File: src/rtl/mw_pkg.sv
`timescale 1ns/1ps
package mw_pkg;

  typedef enum logic [2:0] {
    ST_IDLE,
    ST_CMD,
    ST_RD_FIRST,
    ST_RD,
    ST_WDATA,
    ST_HOLD
  } mw_state_e;

  localparam logic [1:0] OPC_READ    = 2'b10;
  localparam logic [1:0] OPC_WRITE   = 2'b01;
  localparam logic [1:0] OPC_SPECIAL = 2'b00;

  localparam logic [1:0] SPC_ENABLE  = 2'b11;
  localparam logic [1:0] SPC_DISABLE = 2'b00;
  localparam logic [1:0] SPC_ERASE   = 2'b10;

endpackage

File: src/rtl/mw_array.sv
`timescale 1ns/1ps
module mw_array #(
  parameter int AW = 7,
  parameter int DW = 8
) (
  input  logic          clk,
  input  logic          we,
  input  logic [AW-1:0] waddr,
  input  logic [DW-1:0] wdata,
  input  logic [AW-1:0] raddr,
  output logic [DW-1:0] rdata
);
  localparam int DEPTH = 1 << AW;

  logic [DW-1:0] mem [DEPTH];

  always_ff @(posedge clk) begin
    if (we) mem[waddr] <= wdata;
    rdata <= mem[raddr];
  end
endmodule

File: src/rtl/mw_busy.sv
`timescale 1ns/1ps
module mw_busy #(
  parameter int AW          = 7,
  parameter int BUSY_CYCLES = 200
) (
  input  logic          clk,
  input  logic          rst,
  input  logic          start_wr,
  input  logic          start_erase,
  output logic          busy,
  output logic          erase_we,
  output logic [AW-1:0] erase_addr
);
  localparam int DEPTH = 1 << AW;
  localparam int TMAX  = (BUSY_CYCLES > DEPTH) ? BUSY_CYCLES : DEPTH;
  localparam int TW    = $clog2(TMAX + 1);

  logic [TW-1:0] remain;
  logic          erasing;

  always_ff @(posedge clk) begin
    if (rst) begin
      remain     <= '0;
      erasing    <= 1'b0;
      erase_addr <= '0;
    end else if (start_erase) begin
      remain     <= TW'(DEPTH);
      erasing    <= 1'b1;
      erase_addr <= '0;
    end else if (start_wr) begin
      remain     <= TW'(BUSY_CYCLES);
      erasing    <= 1'b0;
    end else if (remain != '0) begin
      remain <= remain - 1'b1;
      if (erasing) erase_addr <= erase_addr + 1'b1;
      if (remain == TW'(1)) erasing <= 1'b0;
    end
  end

  assign busy     = (remain != '0);
  assign erase_we = erasing && busy;

  AST_ERASE_SWEEP_START: assert property (@(posedge clk) disable iff (rst)
    start_erase |=> (erase_we && erase_addr == '0));
endmodule

File: src/rtl/mw_eeprom.sv
`timescale 1ns/1ps
module mw_eeprom
  import mw_pkg::*;
#(
  parameter int BYTES       = 128,
  parameter bit WORD_ORG    = 1'b0,
  parameter int BUSY_CYCLES = 200
) (
  input  logic clk,
  input  logic rst,
  input  logic sel,
  input  logic sdi,
  output logic sdo,
  output logic ready
);
  localparam int DW    = WORD_ORG ? 16 : 8;
  localparam int DEPTH = BYTES / (DW / 8);
  localparam int AW    = $clog2(DEPTH);
  localparam int CW    = AW + 2;
  localparam int MAXB  = (CW > DW) ? CW : DW;
  localparam int CNTW  = $clog2(MAXB + 1);
  localparam logic [CNTW-1:0] CMD_LAST  = CNTW'(CW - 1);
  localparam logic [CNTW-1:0] WORD_LAST = CNTW'(DW - 1);

  mw_state_e       state;
  logic [CNTW-1:0] cnt;
  logic [CW-2:0]   cmd_sr;
  logic [AW-1:0]   wr_addr;
  logic [DW-2:0]   wr_sr;
  logic [DW-1:0]   out_sr;
  logic [AW-1:0]   ptr;
  logic            wel;

  logic [CW-1:0]   full_cmd;
  logic [1:0]      opc;
  logic [AW-1:0]   cmd_addr;
  logic [1:0]      spc;
  logic            cmd_last;
  logic            commit_wr;
  logic            start_erase;
  logic            busy;
  logic            erase_we;
  logic [AW-1:0]   erase_addr;
  logic            mem_we;
  logic [AW-1:0]   mem_waddr;
  logic [DW-1:0]   mem_wdata;
  logic [AW-1:0]   mem_raddr;
  logic [DW-1:0]   mem_rdata;

  // Decode of the word assembled so far plus the bit on the wire now
  assign full_cmd = {cmd_sr, sdi};
  assign opc      = full_cmd[CW-1 -: 2];
  assign cmd_addr = full_cmd[AW-1:0];
  assign spc      = cmd_addr[AW-1 -: 2];
  assign cmd_last = sel && (state == ST_CMD) && (cnt == CMD_LAST);

  assign commit_wr   = sel && (state == ST_WDATA) && (cnt == WORD_LAST) && wel;
  assign start_erase = cmd_last && (opc == OPC_SPECIAL) && (spc == SPC_ERASE) && wel;

  assign mem_raddr = cmd_last ? cmd_addr : ptr;
  assign mem_we    = commit_wr || erase_we;
  assign mem_waddr = erase_we ? erase_addr : wr_addr;
  assign mem_wdata = erase_we ? {DW{1'b1}} : {wr_sr, sdi};

  mw_array #(.AW(AW), .DW(DW)) u_array (
    .clk   (clk),
    .we    (mem_we),
    .waddr (mem_waddr),
    .wdata (mem_wdata),
    .raddr (mem_raddr),
    .rdata (mem_rdata)
  );

  mw_busy #(.AW(AW), .BUSY_CYCLES(BUSY_CYCLES)) u_busy (
    .clk         (clk),
    .rst         (rst),
    .start_wr    (commit_wr),
    .start_erase (start_erase),
    .busy        (busy),
    .erase_we    (erase_we),
    .erase_addr  (erase_addr)
  );

  always_ff @(posedge clk) begin
    if (rst) begin
      state   <= ST_IDLE;
      cnt     <= '0;
      cmd_sr  <= '0;
      wr_addr <= '0;
      wr_sr   <= '0;
      out_sr  <= '0;
      ptr     <= '0;
      wel     <= 1'b0;
    end else if (!sel) begin
      state  <= ST_IDLE;
      cnt    <= '0;
      out_sr <= '0;
    end else begin
      case (state)
        ST_IDLE: begin
          if (sdi && !busy) begin
            state <= ST_CMD;
            cnt   <= '0;
          end
        end
        ST_CMD: begin
          cmd_sr <= full_cmd[CW-2:0];
          cnt    <= cnt + 1'b1;
          if (cnt == CMD_LAST) begin
            cnt <= '0;
            case (opc)
              OPC_READ: begin
                state <= ST_RD_FIRST;
                ptr   <= cmd_addr;
              end
              OPC_WRITE: begin
                state   <= ST_WDATA;
                wr_addr <= cmd_addr;
              end
              OPC_SPECIAL: begin
                state <= ST_HOLD;
                if (spc == SPC_ENABLE)  wel <= 1'b1;
                if (spc == SPC_DISABLE) wel <= 1'b0;
              end
              default: state <= ST_HOLD;
            endcase
          end
        end
        ST_RD_FIRST: begin
          out_sr <= mem_rdata;
          ptr    <= ptr + 1'b1;
          cnt    <= '0;
          state  <= ST_RD;
        end
        ST_RD: begin
          if (cnt == WORD_LAST) begin
            out_sr <= mem_rdata;
            ptr    <= ptr + 1'b1;
            cnt    <= '0;
          end else begin
            out_sr <= {out_sr[DW-2:0], 1'b0};
            cnt    <= cnt + 1'b1;
          end
        end
        ST_WDATA: begin
          wr_sr <= {wr_sr[DW-3:0], sdi};
          cnt   <= cnt + 1'b1;
          if (cnt == WORD_LAST) state <= ST_HOLD;
        end
        ST_HOLD: state <= ST_HOLD;
        default: state <= ST_IDLE;
      endcase
    end
  end

  assign sdo   = out_sr[DW-1];
  assign ready = !busy;

  AST_RESET_CLEAN: assert property (@(posedge clk) disable iff (rst)
    $past(rst) |-> (!wel && ready && !sdo));
  AST_DUMMY_LOW: assert property (@(posedge clk) disable iff (rst)
    (state == ST_RD_FIRST) |-> !sdo);
  AST_ERASE_GATED: assert property (@(posedge clk) disable iff (rst)
    erase_we |-> wel);
  AST_WRITE_BUSY: assert property (@(posedge clk) disable iff (rst)
    commit_wr |=> !ready);
  AST_BUSY_IGNORES: assert property (@(posedge clk) disable iff (rst)
    (busy && state == ST_IDLE) |=> (state == ST_IDLE));
  AST_QUIET_DESELECT: assert property (@(posedge clk) disable iff (rst)
    !sel |=> !sdo);
endmodule

File: config.mk
export PLATFORM = sky130hd
export DESIGN_NAME = mw_eeprom
export DESIGN_NICKNAME = d
export VERILOG_FILES = /design/src/rtl/mw_pkg.sv /design/src/rtl/mw_array.sv /design/src/rtl/mw_busy.sv /design/src/rtl/mw_eeprom.sv
export SDC_FILE = /design/constraint.sdc
export NUM_CORES = 2
export LEC_CHECK = 0
export BUFFER_PORTS_ARGS = -buffer_cell sky130_fd_sc_hd__buf_2
export CAP_MARGIN = 20
export CORE_UTILIZATION = 55
export CTS_CLUSTER_SIZE = 24
export DETAILED_ROUTE_END_ITERATION = 8
export PLACE_DENSITY = 0.73
export SETUP_SLACK_MARGIN = 0.2
export SLEW_MARGIN = 20
export SYNTH_ARGS = -nofsm -noshare
export SYNTH_HDL_FRONTEND = slang
export SYNTH_HIERARCHICAL = 1
export SYNTH_SLANG_ARGS = --single-unit
File: constraint.sdc
create_clock -name clk -period 4.1 [get_ports clk]
set_clock_uncertainty 0.1 [all_clocks]
set_input_delay 0.615 -clock clk [delete_from_list [all_inputs] [get_ports clk]]
set_output_delay 0.615 -clock clk [all_outputs]
set_load 0.1 [all_outputs]
# ---- Word-level counts from Yosys, hierarchy flattened
# Memories as Yosys holds them, arrays and structs flattened. A register that Yosys moved wholly into a read port is not among the register bits.
# Index checks and enable logic that the tools add are counted.
dict set report totals {
  reg_bits 61
  mem_bits_rw 1024
  input_bits 4
  output_inout_bits 2
  wordCells 102
  memories 1
}
# memory depth width read_ports rd_ports_with_merged_regs write_ports line_no
set mem_list {}
lappend mem_list {u_array.mem 128 8 1 1 1 mw_array.sv:15} ;# logic [DW-1:0] mem [DEPTH];
dict set report op_classes {
  add_sub_neg 4
  n_eq_ne 17
  muxes 29
  n_bitwise 3
  reduce_logical 35
}
# operator count
set ops {}
lappend ops {{2-to-1 mux 8 bit} 5}
lappend ops {{2-to-1 mux 7 bit} 5}
lappend ops {{case mux 7 bit (3 select lines)} 1}
lappend ops {{case mux 4 bit (5 select lines)} 1}
lappend ops {{case mux 3 bit (6 select lines)} 1}
lappend ops {{case mux 8 bit (2 select lines)} 1}
lappend ops {{adder 7 x 1 -> 7 bit (second input constant)} 2}
lappend ops {{2-to-1 mux 4 bit} 3}
lappend ops {{logical AND 1 bit} 10}
lappend ops {{AND reduction 5 bit} 2}
lappend ops {{2-to-1 mux 3 bit} 3}
lappend ops {{nonzero test 3 bit} 3}
lappend ops {{equality test 8 x 1 -> 1 bit (second input constant)} 1}
lappend ops {{2-to-1 mux 1 bit} 8}
lappend ops {{AND reduction 2 bit} 4}
lappend ops {{AND reduction 4 bit} 2}
lappend ops {{nonzero test 8 bit} 1}
lappend ops {{subtractor 8 x 1 -> 8 bit (second input constant)} 1}
lappend ops {{equality test 2 bit (second input constant)} 3}
lappend ops {{equality test 3 x 2 -> 1 bit (second input constant)} 2}
lappend ops {{equality test 3 bit (second input constant)} 2}
lappend ops {{!= test 2 x 1 -> 1 bit (second input constant)} 3}
lappend ops {{case mux 3 bit (2 select lines)} 1}
lappend ops {{nonzero test 2 bit} 3}
lappend ops {{other kinds (15)} 20}

# ---- Longest topological paths before layout
dict set report depth {
  ltp_word 8
  mapped_depth 14
}

# ---- By module
# Netlist, hierarchy kept.
# module n_inst cells_per_inst area_per_inst_um2 seq_area_each_um2
set modules_own_cells {}
lappend modules_own_cells {mw_array 1 1635 39665.5 30909.6}
lappend modules_own_cells {mw_eeprom 1 298 2481.1 900.9}
lappend modules_own_cells {mw_busy 1 89 810.8 320.3}

# ---- Worst setup path after synthesis
# Ideal clock, no wire load.
dict set report synth_timing {
  path_kind {input to register}
  from {in sel}
  to {reg u_array.rdata[0] (read register of u_array.mem)}
  t_arrival_ns 3.763
  required_ns 3.879
  setup_slack_ns 0.116
  cell_stages 11
  n_path_buf 4
  cell_sequence {and4bb_1 buf_6 and2_4 buf_6 mux2_2 clkbuf_1 buf_1 mux4_2 mux4_2 mux4_2 mux2_2}
}
dict set report synth_via {
  elab_chain_cells 3
}
# item line_no
set synth_rtl {}
lappend synth_rtl {{start: declaration} mw_eeprom.sv:11} ;# input logic sel,
lappend synth_rtl {{logical AND 1 bit (2 in a row)} mw_eeprom.sv:55} ;# assign cmd_last = sel && (state == ST_CMD) && (cnt == CMD_LAST);
lappend synth_rtl {{2-to-1 mux 7 bit} mw_eeprom.sv:60} ;# assign mem_raddr = cmd_last ? cmd_addr : ptr;
lappend synth_rtl {{via mem_raddr[0]} mw_eeprom.sv:47} ;# logic [AW-1:0] mem_raddr;
lappend synth_rtl {{end: declaration} mw_array.sv:11} ;# output logic [DW-1:0] rdata
# The timed path passes the listed nets, and every way through them passes these cells.
# A chain may end at the register's enable or synchronous reset.

# ---- Worst setup path in the final report
dict set report layout_timing {
  from {reg cnt[0]}
  to {reg u_array.rdata[0] (read register of u_array.mem)}
}
dict set report layout_via {
  elab_chain_cells 3
}
# item line_no
set layout_rtl {}
lappend layout_rtl {{start: declaration} mw_eeprom.sv:26} ;# logic [CNTW-1:0] cnt;
lappend layout_rtl {{start signal: assignment} mw_eeprom.sv:108} ;# cnt <= cnt + 1'b1;
lappend layout_rtl {{start signal: assignment} mw_eeprom.sv:142} ;# cnt <= cnt + 1'b1;
lappend layout_rtl {{start signal: assignment} mw_eeprom.sv:147} ;# cnt <= cnt + 1'b1;
lappend layout_rtl {{equality test 4 bit} mw_eeprom.sv:55}
lappend layout_rtl {{logical AND 1 bit} mw_eeprom.sv:55}
lappend layout_rtl {{2-to-1 mux 7 bit} mw_eeprom.sv:60}
lappend layout_rtl {{via mem_raddr[0]} mw_eeprom.sv:47}
# The timed path passes the listed nets, and every way through them passes these cells.

==> impl_summary.txt <==
----------------------------------------------------
[Run status]
  Result of the run ... finished, final reports clean

[Worst setup path]
  CP required ... 4560 ps
  Critical Path End Type ... flop
  Reg-to-reg startpoint ... cnt[0]
  Top fanout value on the critical path ... 5
  Reg-to-Reg End ... u_array/rdata[0]
  Worst r2r path cells ... 11
  Worst Path Class, Setup ... flop to flop
  Launch point of the worst path ... cnt[0]
  CP arrival ... 4330 ps
  Capture point of the critical path ... u_array/rdata[0]
  Element type at the critical path start ... flop
  Setup slack of the worst register-to-register path ... 230 ps

[GRT]
  Largest net degree at the start of global routing ... 105
  Antenna violations before repair ... 1
  Overflow after GRT ... 0
  Overall global routing resource usage ... 26.7%
  Via count of the first global-routing pass ... 22100
  Wire length of the first global-routing pass ... 151000 um

[Synth]
  Warnings from Yosys ... 6
  Share of Yosys cell area claimed by the top area cell type ... 71.6%
  Net count of the mapped netlist ... 2037
  Share of the yosys chip area belonging to registers ... 74.8%
  Most common cell in the netlist ... sky130_fd_sc_hd__edfxtp_1
  Basic-gate share of the synthesized area counting and, or, nand and nor cells ... 3.65%
  Async set-or-reset flop fraction in the synthesized netlist ... 0%
  Mean cell area of the mapped netlist ... 21.2 um2
  Prevailing post-synth register cell ... sky130_fd_sc_hd__edfxtp_1
  Combinational family with the most area after synthesis ... multiplexers
  Adder-cell share of the synthesized area ... 0.320%
  Fraction of the mapped netlist area in compound gates ... 1.30%
  Post-synth EDFFs ... 1024
  Flops & latches, synth ... 1093
  Top area cells in the synthesized netlist ... sky130_fd_sc_hd__edfxtp_1 (72%), sky130_fd_sc_hd__mux4_2 (18%), sky130_fd_sc_hd__dfxtp_1 (3.2%)
  Cell count after synthesis ... 2022
  Most area-hungry cell type in the Yosys netlist ... sky130_fd_sc_hd__edfxtp_1
  Distinct cells, synth ... 65
  Leading cell types by count after synthesis ... sky130_fd_sc_hd__edfxtp_1 (1024), sky130_fd_sc_hd__mux4_2 (336), sky130_fd_sc_hd__nor2_1 (154), sky130_fd_sc_hd__dfxtp_1 (69), sky130_fd_sc_hd__nand2_1 (65)
  Post-synthesis mux area share ... 18.5%
  Share of the synthesized netlist area taken by xor and xnor gates ... 0.102%
  Post-Synthesis Cell Area ... 43000 um2

[Placement]
  Post-detailed-placement half-perimeter wirelength ... 61700 um
  Post-placement worst setup slack ... -56.4 ps
  RD Place Congestion ... 0.852
  Port Buf Inserts ... 5
  Placed instance count ... 3176

[STA]
  Total negative slack ... 0 ps
  Hold_ws ... 361 ps
  Max-slew violation count ... 0
  Count of endpoints failing setup in the final report ... 0
  Final cycle utilization of the critical path ... 94.4%
  Final min period ... 3870 ps
  Worst rel slew slack ... 45.6%
  Timing-limited maximum frequency ... 258 MHz
  Worst Slack Setup Final ... 228 ps
  Setup repair after global routing missed its margin ... yes
  Slew at the pin closest to its max-slew limit ... 816 ps
  Final Hold Viols ... 0

[Worst hold path]
  Path type of the worst min-delay path ... input port to flop

[Routing]
  Final routed DRC violation total ... 0
  Count of antenna-violating nets left after detailed routing ... 0
  Final routed wirelength across all metal layers ... 104000 um
  Number of search-and-repair iterations in the first detailed-routing pass ... 6
  DR WL/cell ... 30.4 um
  Per-cell via count in the routed design ... 6.45
  Via Count ... 22000
  DRC violation total after the first TritonRoute iteration ... 2888

[Cells and area]
  Count of nets after finishing ... 2294
  Final std cells w/o fill ... 3410
  Share of layout cells above drive strength 1 ... 33.9%
  # fillers ... 4964
  Diode insertion count for antenna repair ... 0
  Flip-flop and latch area ... 32100 um2
  Combined area of the multi-input logic cells ... 10400 um2
  Area growth, synth to finish ... 16.1%

[Clocking]
  Clock root buffer ... sky130_fd_sc_hd__clkbuf_16
  Num Clock Sinks ... 1093
  Clk pin slew, worst setup/hold paths ... 60 ps
  Number of hold buffers added after CTS ... 0
  Skew-Pair Late Insertion Delay ... 680 ps
  Clock tree from TritonCTS ... done
  Number of levels in the clock H-tree ... 3
  CTS Buf Count ... 106
  Maximum count of clock buffers along a single path ... 3

[Job]
  Max Cap Violations ... 0

[Power and ir drop]
  Peak VDD IR ... 0.000430 V
  Ratio of total power to cell area ... 449 nW/um2
  Standby leakage power ... 15.2 nW
  Power consumption ... 22.4 mW

[Die]
  Number of cell rows ... 102
  I/O Pins ... 6
  Initial standard-cell utilization of the core ... 55.5%
  X dimension of the die ... 281 um
  Die extent in y ... 281 um
  Core region area ... 77300 um2
  Area enclosed by the die boundary ... 79200 um2

----------------------------------------------------
-- state kept, by name (all words and copies together) (netlist names) --
name,count
u_array/mem,1024
cmd_sr,8
out_sr,8
u_array/rdata,8
u_busy/remain,8
ptr,7
u_busy/erase_addr,7
wr_addr,7
wr_sr,7
cnt,4
state,3
u_busy/erasing,1
wel,1
-- per-layer routing --
layer	share of wire [%]	GRT usage, %	vias up	wire length, um
li1	-	-	8947	-
met1	38	37.5	11600	39700
met2	50	43.2	1219	51700
met3	9.3	5.32	189	9640
met4	2.6	7.46	2	2670
met5	0.014	0	-	15
-- cells by family after synthesis --
| group | after synthesis |
|---|---|
| flip-flops | 1093 |
| multiplexers | 371 |
| AND/OR/NAND/NOR | 335 |
| buffers and inverters | 123 |
| AO/OA/AOI/OAI | 84 |
| adder cells (fa/ha/maj) | 11 |
| XOR/XNOR | 5 |
-- stage by stage --
stage               cell area [um2]  utilization [%]
CTS                           49700             64.3
floorplan                     43000                -
global route                  49900             64.5
finish                        49900             64.5
global placement              45800             59.2
detailed placement            45800             59.2
-- layout by cell type, fill, tap and decap left out, types with 23 or more instances in the layout --
cell type / n
sky130_fd_sc_hd__buf_12: 24
sky130_fd_sc_hd__nand3_1: 27
sky130_fd_sc_hd__nand2_1: 65
sky130_fd_sc_hd__a21oi_1: 32
sky130_fd_sc_hd__clkinv_1: 25
sky130_fd_sc_hd__clkbuf_16: 109
sky130_fd_sc_hd__clkinv_2: 23
sky130_fd_sc_hd__edfxtp_1: 1024
sky130_fd_sc_hd__dfxtp_1: 67
sky130_fd_sc_hd__mux4_2: 336
sky130_fd_sc_hd__nor2_1: 154
sky130_fd_sc_hd__buf_4: 210
-- what timing repair did --
item / 4_1_cts / 5_1_grt
setup endpoints to repair: 8 / 83
gates resized for setup: 14 / 9
cloned: 5 / 3
buffers inserted: 18 / 9
pin swaps: 1 / 0
-- report_power, final --
| group | switching [mW] | total, mW | leakage, nW | internal (mW) |
|---|---|---|---|---|
| sequential | 0.0549 | 12.1 | 9.73 | 12.1 |
| combinational | 0.303 | 0.499 | 3.75 | 0.196 |
| clock | 4.15 | 9.77 | 1.73 | 5.62 |
-- worst max-delay path, cell delays in order, from the launching register on --
cell,delay [ps]
sky130_fd_sc_hd__dfxtp_2,340
sky130_fd_sc_hd__inv_2,80
sky130_fd_sc_hd__ha_4,140
sky130_fd_sc_hd__and3b_1,190
sky130_fd_sc_hd__and2_4,200
sky130_fd_sc_hd__mux2_8,450
sky130_fd_sc_hd__buf_12,180
sky130_fd_sc_hd__buf_16,140
sky130_fd_sc_hd__mux4_2,500
sky130_fd_sc_hd__mux4_2,550
sky130_fd_sc_hd__mux4_2,580
sky130_fd_sc_hd__mux2_4,300
-- worst min-delay path by stage --
stage,start,slack (ps),depth (start not counted),end
finish,rst,360,2,u_busy/erasing
global route,rst,370,2,wr_addr[1]
CTS,rst,330,2,wr_addr[1]
detailed placement,out_sr[0],350,2,out_sr[0]
global placement,out_sr[0],350,2,out_sr[0]
floorplan,out_sr[0],330,2,out_sr[0]
-- layout make-up --
type | instances | area share [%]
timing repair buffer | 256 | 4.98
inverter | 14 | 0.105
tap | 1040 | 2.61
clock buffer | 131 | 5.69
clock inverter | 68 | 1.36
sequential | 1093 | 64.4
multi-input combinational | 808 | 20.8
(Power assumes the default switching activity.)
